File: src/rtl/phy_ctrl_pkg.sv
package phy_ctrl_pkg;
  localparam int unsigned REG_W   = 16;
  localparam int unsigned RST_BIT = 15;
  localparam int unsigned LB_BIT  = 14;

  typedef logic [REG_W-2:0] ctrl_bits_t;

  // value taken on soft reset: retained bits keep old, others go default
  function automatic ctrl_bits_t soft_rst_val(ctrl_bits_t cur, ctrl_bits_t def,
                                              ctrl_bits_t keep);
    return (cur & keep) | (def & ~keep);
  endfunction
endpackage

File: src/rtl/phy_ctrl_rst_seq.sv
module phy_ctrl_rst_seq #(
  parameter int unsigned RST_CYCLES = 150
) (
  input  logic clk_i,
  input  logic rst_ni,
  input  logic wr_en_i,
  input  logic wr_rst_bit_i,
  output logic start_o,
  output logic busy_o
);
  localparam int unsigned CNT_W = (RST_CYCLES > 2) ? $clog2(RST_CYCLES) : 1;

  logic [CNT_W-1:0] cnt_q;
  logic             busy_q;

  assign start_o = wr_en_i & wr_rst_bit_i & ~busy_q;
  assign busy_o  = busy_q;

  always_ff @(posedge clk_i or negedge rst_ni) begin
    if (!rst_ni) begin
      busy_q <= 1'b0;
      cnt_q  <= '0;
    end else if (start_o) begin
      busy_q <= 1'b1;
      cnt_q  <= CNT_W'(RST_CYCLES - 1);
    end else if (busy_q) begin
      if (cnt_q == '0) busy_q <= 1'b0;
      else             cnt_q  <= cnt_q - 1'b1;
    end
  end
endmodule

File: src/rtl/phy_ctrl_bits.sv
module phy_ctrl_bits
  import phy_ctrl_pkg::*;
#(
  parameter logic [REG_W-1:0] CTRL_DEF    = 16'h1000,
  parameter logic [REG_W-1:0] RETAIN_MASK = 16'h2000
) (
  input  logic       clk_i,
  input  logic       rst_ni,
  input  logic       wr_en_i,
  input  ctrl_bits_t wr_bits_i,
  input  logic       start_i,
  input  logic       busy_i,
  output ctrl_bits_t bits_o
);
  localparam ctrl_bits_t DEF  = CTRL_DEF[REG_W-2:0];
  localparam ctrl_bits_t KEEP = RETAIN_MASK[REG_W-2:0];

  ctrl_bits_t rst_val;
  logic       wr_ok;

  assign rst_val = soft_rst_val(bits_o, DEF, KEEP);
  assign wr_ok   = wr_en_i & ~busy_i;

  for (genvar b = 0; b < REG_W - 1; b++) begin : g_bit
    always_ff @(posedge clk_i or negedge rst_ni) begin
      if (!rst_ni)      bits_o[b] <= DEF[b];
      else if (start_i) bits_o[b] <= rst_val[b];
      else if (wr_ok)   bits_o[b] <= wr_bits_i[b];
    end
  end
endmodule

File: src/rtl/phy_ctrl_lb_mux.sv
module phy_ctrl_lb_mux #(
  parameter int unsigned DATA_W = 4
) (
  input  logic              lb_en_i,
  input  logic [DATA_W-1:0] tx_data_i,
  input  logic              tx_en_i,
  output logic [DATA_W-1:0] line_txd_o,
  output logic              line_tx_en_o,
  input  logic [DATA_W-1:0] line_rxd_i,
  input  logic              line_rx_dv_i,
  output logic [DATA_W-1:0] rx_data_o,
  output logic              rx_dv_o
);
  always_comb begin
    if (lb_en_i) begin
      line_txd_o   = '0;
      line_tx_en_o = 1'b0;
      rx_data_o    = tx_data_i;
      rx_dv_o      = tx_en_i;
    end else begin
      line_txd_o   = tx_data_i;
      line_tx_en_o = tx_en_i;
      rx_data_o    = line_rxd_i;
      rx_dv_o      = line_rx_dv_i;
    end
  end
endmodule

File: src/rtl/phy_ctrl_reg.sv
module phy_ctrl_reg
  import phy_ctrl_pkg::*;
#(
  parameter int unsigned      DATA_W      = 4,
  parameter int unsigned      RST_CYCLES  = 150,
  parameter logic [REG_W-1:0] CTRL_DEF    = 16'h1000,
  parameter logic [REG_W-1:0] RETAIN_MASK = 16'h2000
) (
  input  logic              clk_i,
  input  logic              rst_ni,
  input  logic              wr_en_i,
  input  logic [15:0]       wr_data_i,
  output logic [15:0]       rd_data_o,
  output logic              phy_rst_o,
  input  logic [DATA_W-1:0] tx_data_i,
  input  logic              tx_en_i,
  output logic [DATA_W-1:0] line_txd_o,
  output logic              line_tx_en_o,
  input  logic [DATA_W-1:0] line_rxd_i,
  input  logic              line_rx_dv_i,
  output logic [DATA_W-1:0] rx_data_o,
  output logic              rx_dv_o
);
  logic       start;
  logic       busy;
  ctrl_bits_t bits;

  phy_ctrl_rst_seq #(.RST_CYCLES(RST_CYCLES)) u_seq (
    .clk_i       (clk_i),
    .rst_ni      (rst_ni),
    .wr_en_i     (wr_en_i),
    .wr_rst_bit_i(wr_data_i[RST_BIT]),
    .start_o     (start),
    .busy_o      (busy)
  );

  phy_ctrl_bits #(.CTRL_DEF(CTRL_DEF), .RETAIN_MASK(RETAIN_MASK)) u_bits (
    .clk_i    (clk_i),
    .rst_ni   (rst_ni),
    .wr_en_i  (wr_en_i),
    .wr_bits_i(wr_data_i[REG_W-2:0]),
    .start_i  (start),
    .busy_i   (busy),
    .bits_o   (bits)
  );

  phy_ctrl_lb_mux #(.DATA_W(DATA_W)) u_mux (
    .lb_en_i     (bits[LB_BIT]),
    .tx_data_i   (tx_data_i),
    .tx_en_i     (tx_en_i),
    .line_txd_o  (line_txd_o),
    .line_tx_en_o(line_tx_en_o),
    .line_rxd_i  (line_rxd_i),
    .line_rx_dv_i(line_rx_dv_i),
    .rx_data_o   (rx_data_o),
    .rx_dv_o     (rx_dv_o)
  );

  assign rd_data_o = {busy, bits};
  assign phy_rst_o = busy;
endmodule

File: config.mk
export PLATFORM = sky130hd
export DESIGN_NAME = phy_ctrl_reg
export DESIGN_NICKNAME = d
export VERILOG_FILES = /design/src/rtl/phy_ctrl_pkg.sv /design/src/rtl/phy_ctrl_rst_seq.sv /design/src/rtl/phy_ctrl_bits.sv /design/src/rtl/phy_ctrl_lb_mux.sv /design/src/rtl/phy_ctrl_reg.sv
export SDC_FILE = /design/constraint.sdc
export NUM_CORES = 1
export LEC_CHECK = 0
export ABC_AREA = 1
export BUFFER_PORTS_ARGS = -buffer_cell sky130_fd_sc_hd__clkbuf_2
export CAP_MARGIN = 25
export CORE_UTILIZATION = 48
export CTS_BUF_LIST = sky130_fd_sc_hd__clkbuf_8
export DETAILED_ROUTE_END_ITERATION = 7
export PLACE_DENSITY = 0.83
export SYNTH_ARGS = -nofsm -noshare
export SYNTH_HDL_FRONTEND = slang
export SYNTH_SLANG_ARGS = --single-unit
File: constraint.sdc
create_clock -name clk_i -period 1.8 [get_ports clk_i]
set_input_delay 0.09 -clock clk_i [delete_from_list [all_inputs] [get_ports clk_i]]
set_output_delay 0.09 -clock clk_i [all_outputs]
set_load 0.01 [all_outputs]
; Yosys cells after proc, flatten, opt, wreduce, memory -nomap -nowiden
; Index checks and enable logic that the tools add are counted.
[word_totals]
ff_bits = 24
input_bits = 29
output_inout_bits = 27
elab_cells = 67
[classes]
addsub = 1
eq_ne = 1
mux = 38
bitwise = 5
n_reduce_logical = 5
[op_table]
columns = operator, count
row1 = 2-to-1 mux 1 bit, 33
row2 = 2-to-1 mux 8 bit, 3
row3 = zero test 8 bit, 1
row4 = 2-to-1 mux 4 bit, 2
row5 = "subtractor 8 x 1 -> 8 bit, second input constant", 1
row6 = AND reduction 2 bit, 2
row7 = nonzero test 2 bit, 2
row8 = bitwise AND 1 bit, 3
row9 = "inequality test 2 bit, second input constant", 1
row10 = NOT 1 bit, 2

; Longest topological paths before layout
[depth]
word_depth = 4
depth_mapped = 9
mapped_depth_nobuf = 9

; Cells and area by module
; Synthesis repeated with hierarchy kept, for this count alone.
[unflattened]
hier_cells = 179
area_unflattened_um2 = 1498.9
[by_module_without_submodules]
columns = mod, instances, cells_per_inst, area_each_um2
row1 = phy_ctrl_bits, 1, 73, 777.0
row2 = phy_ctrl_rst_seq, 1, 78, 603.1
row3 = phy_ctrl_lb_mux, 1, 27, 111.4
row4 = phy_ctrl_reg, 1, 1, 7.5

; Worst setup path after synthesis
; No wires, ideal clock.
[synth_timing]
path_type = register to register
startpoint = register u_seq.cnt_q[0]
endpoint = register u_seq.cnt_q[2]
setup_ps = 117
arrival_time_ps = 1171
path_slack_ps = 512
path_stages_with_launch = 10
n_path_buf = 0
synth_period_minus_slack_ps = 1288
cell_sequence = dfrtp_1 inv_1 ha_1 nand3_1 inv_1 nand2_2 nand2_1 nand2_2 nand2_1 nand2_1
[synth_via]
elab_chain_cells = 4
elab_cells_between_ends = 7
cone_classes = add/sub: 1 / eq/ne: 1 / mux: 3 / reduce/logical: 2
[synth_lines]
columns = item, line
row1 = "start, declared", phy_ctrl_rst_seq.sv:13  ; logic [CNT_W-1:0] cnt_q;
row2 = "start signal, assigned", phy_ctrl_rst_seq.sv:25  ; cnt_q <= CNT_W'(RST_CYCLES - 1);
row3 = "start signal, assigned", phy_ctrl_rst_seq.sv:28  ; else cnt_q <= cnt_q - 1'b1;
row4 = subtractor 8 x 1 -> 8 bit, phy_ctrl_rst_seq.sv:28
row5 = 2-to-1 mux 8 bit, phy_ctrl_rst_seq.sv:27  ; if (cnt_q == '0) busy_q <= 1'b0;
row6 = 2-to-1 mux 8 bit, phy_ctrl_rst_seq.sv:26  ; end else if (busy_q) begin
row7 = 2-to-1 mux 8 bit, phy_ctrl_rst_seq.sv:23  ; end else if (start_o) begin
; Several ways; a longest one is shown, not always the timed one. The select of a mux whose other input is x is not followed.
; A chain may end at the register's enable or synchronous reset.

; Worst setup path in the final report
; Same ends and word-level chain as after synthesis.

==> metrics.yaml <==
drv_slew: 0
portBuffers: 55
areaGrowthSynthToFinish_pct: 27.1
vias: 1107
status: "completed"
fin_nets: 229
worstPathRequired_ns: 1.96
synth-seq-cells: 24
ant_nets: 0
ys_types: 23
slew_headroom_pct: 61.2
cts_setup_buffers: 0
cts_resized: 0
whs_path_depth: 3
via_per_inst: 4.88
fmax_mhz: 691
startpoint_type: "flip-flop"
synthTopCellsByArea: "dfrtp_1 (46%), nand2_1 (10%), a22o_1 (8.5%)"
wl_per_cell_um: 12.3
drt_first_pass_iters: 4
rr_worst_depth: 9
end_kind: "flip-flop"
route.detailed.drc: 0
h-tree-depth: 1
skew_ns: 0.00180
grt_pass1_vias: 1025
initial_utilization_pct: 50.5
row_count: 18
cts_buffer_depth: 2
n_antenna_cell: 0
fin_crit_ns: 1.45
core_area_um2: 2450
die_area_um2: 2790
min_from: "wr_data_i[14]"
finalCritPeriodShare_pct: 80.4
drv_cap: 0
hpwlAfterDp_um: 2170
path_max_fanout: 7
synth_top_cell_area_share_pct: 46.4
cts_tree: "yes"
power.density_nw_per_um2: 584
gp_congestion: 0.837
grt_max_degree: 25
ir_worst_vdd_mv: 0.464
r2r-end: "u_seq.cnt_q[2]"
synth_area_um2: 1240
cts_hold_buffers: 1
drtIter0Drc: 16
r2r_start: "u_seq.cnt_q[0]"
cts_inserted_buffers: 3
grt_util_all_layers_pct: 22.1
clk_latency_ns: 0.27
syn_avg_cell_area_um2: 8.73
antenna_found_initial: 0
reg2reg_slack_ns: 0.35
setup-tns-final_ns: 0
wl_um: 2800
grt_remaining_overflow: 0
cts.sinks: 24
worstMarginPinSlew_ns: 0.582
clk_pin_slew_ns: 0.08
yosys_warnings: 0
io_pins: 56
rsz0062_at_grt: "false"
yosysSeqAreaShare_pct: 48.5
die_w_um: 52.8
die_y_um: 52.8
synthCells: 142
critical_path.startpoint: "u_seq.cnt_q[0]"
root_buffer: "clkbuf_8"
syn_nets: 173
final-setup-viol-count: 0
grt_pass1_wl_um: 4440
hold_viol: 0
whs_ns: 0.0229
min_path_type: "input pin to flip-flop"
yosys.area.top_type: "dfrtp_1"
holdPathEnd: "u_bits.bits_o[14]"
worstSetupPathType: "flip-flop to flip-flop"
arrival_ns: 1.61
power_leakage_uw: 0.000911
drive_gt1_share_pct: 38.1
## cell families (layout without fill, tap and decap cells)
| logic type | Yosys count | after routing | synth area share, % |
|---|---|---|---|
| simple gates | 70 | 70 | 28.0 |
| compound gates | 21 | 21 | 12.7 |
| buf+inv | 25 | 80 | 8.78 |
| fa+ha+maj | 2 | 2 | 2.02 |
| flops | 24 | 24 | 48.5 |
## final cells by class
| type | instances | area (um2) |
|---|---|---|
| Inverter | 20 | 77.6 |
| Clock buffer | 3 | 41.3 |
| Sequential cell | 24 | 602 |
| Tap cell | 30 | 37.5 |
| Timing Repair Buffer | 56 | 285 |
| Fill cell | 214 | 878 |
| Clock inverter | 1 | 3.75 |
| Multi-Input combinational cell | 93 | 529 |
## registers in the layout, indices dropped and copies added (netlist names)
signal         flops
u_seq.cnt_q        8
u_bits.bits_o     15
u_seq.busy_o       1
## worst max path at each step
stage | to | slack, ns | cells past startpoint
finish | u_seq.cnt_q[2] | 0.35 | 9
global route | u_seq.cnt_q[2] | 0.22 | 9
detailed placement | u_seq.cnt_q[2] | 0.37 | 9
global placement | u_seq.cnt_q[4] | 0.46 | 9
floorplan | u_seq.cnt_q[2] | 0.51 | 9
CTS | u_seq.cnt_q[2] | 0.35 | 9
## stage by stage
stage                     std cells  total power [uW]  util, %  setup WS [ns]  area [um2]
after CTS                       227               934     64.2          0.350        1580
after floorplan                 142               558        -          0.512        1240
after global placement          222               605     62.0          0.463        1520
after detailed placement        222               607     62.0          0.367        1520
final                           227               921     64.2          0.353        1580
after global routing            227               967     64.2          0.220        1580
## layout by cell type, fill, tap and decap left out, types with 2 or more instances in the layout
| cell | Yosys | final |
|---|---|---|
| a22o_1 | 12 | 12 |
| clkbuf_2 | 0 | 55 |
| clkbuf_8 | 0 | 3 |
| dfrtp_1 | 23 | 23 |
| ha_1 | 2 | 2 |
| inv_1 | 16 | 17 |
| inv_2 | 3 | 3 |
| nand2_1 | 34 | 34 |
| nand2_2 | 3 | 3 |
| nand2_4 | 2 | 2 |
| nand3_1 | 10 | 10 |
| nand4_1 | 4 | 4 |
| nor2_1 | 10 | 10 |
| nor2_4 | 4 | 4 |
| o21ai_0 | 7 | 7 |
## synthesized netlist by cell type, drive strengths merged
master,n
o22a,1
dfrtp,23
clkbuf,1
a22o,12
ha,2
nand3,10
o21ai,8
nand2,39
or2,1
nand3b,1
nor2,15
nand4,4
dfstp,1
buf,4
inv,20
## metal layers
| layer | global-route usage [%] | routed length (um) | vias up | part of all wire [%] |
|---|---|---|---|---|
| li1 | - | - | 569 | - |
| met1 | 29.7 | 1280 | 504 | 46 |
| met2 | 35.7 | 1380 | 29 | 49 |
| met3 | 2.61 | 92 | 5 | 3.3 |
| met4 | 9.21 | 49 | 0 | 1.7 |
| met5 | 0 | 0 | - | 0 |
## worst max-delay path, cell delays in order, from the launching register on
cell     delay (ns)
dfrtp_1        0.39
inv_1          0.19
ha_1           0.18
nand3_1        0.13
inv_1          0.10
nand2_2        0.06
nand2_1        0.08
nand2_2        0.09
nand2_1        0.06
nand2_1        0.05
## power by group
group / internal [uW] / total [uW] / switching [uW]
logic: 28.4 / 58.2 / 29.9
registers: 539 / 539 / 0
clock network: 153 / 324 / 171
total: 720 / 921 / 201
No activity file was read; power rests on OpenSTA's default activity.
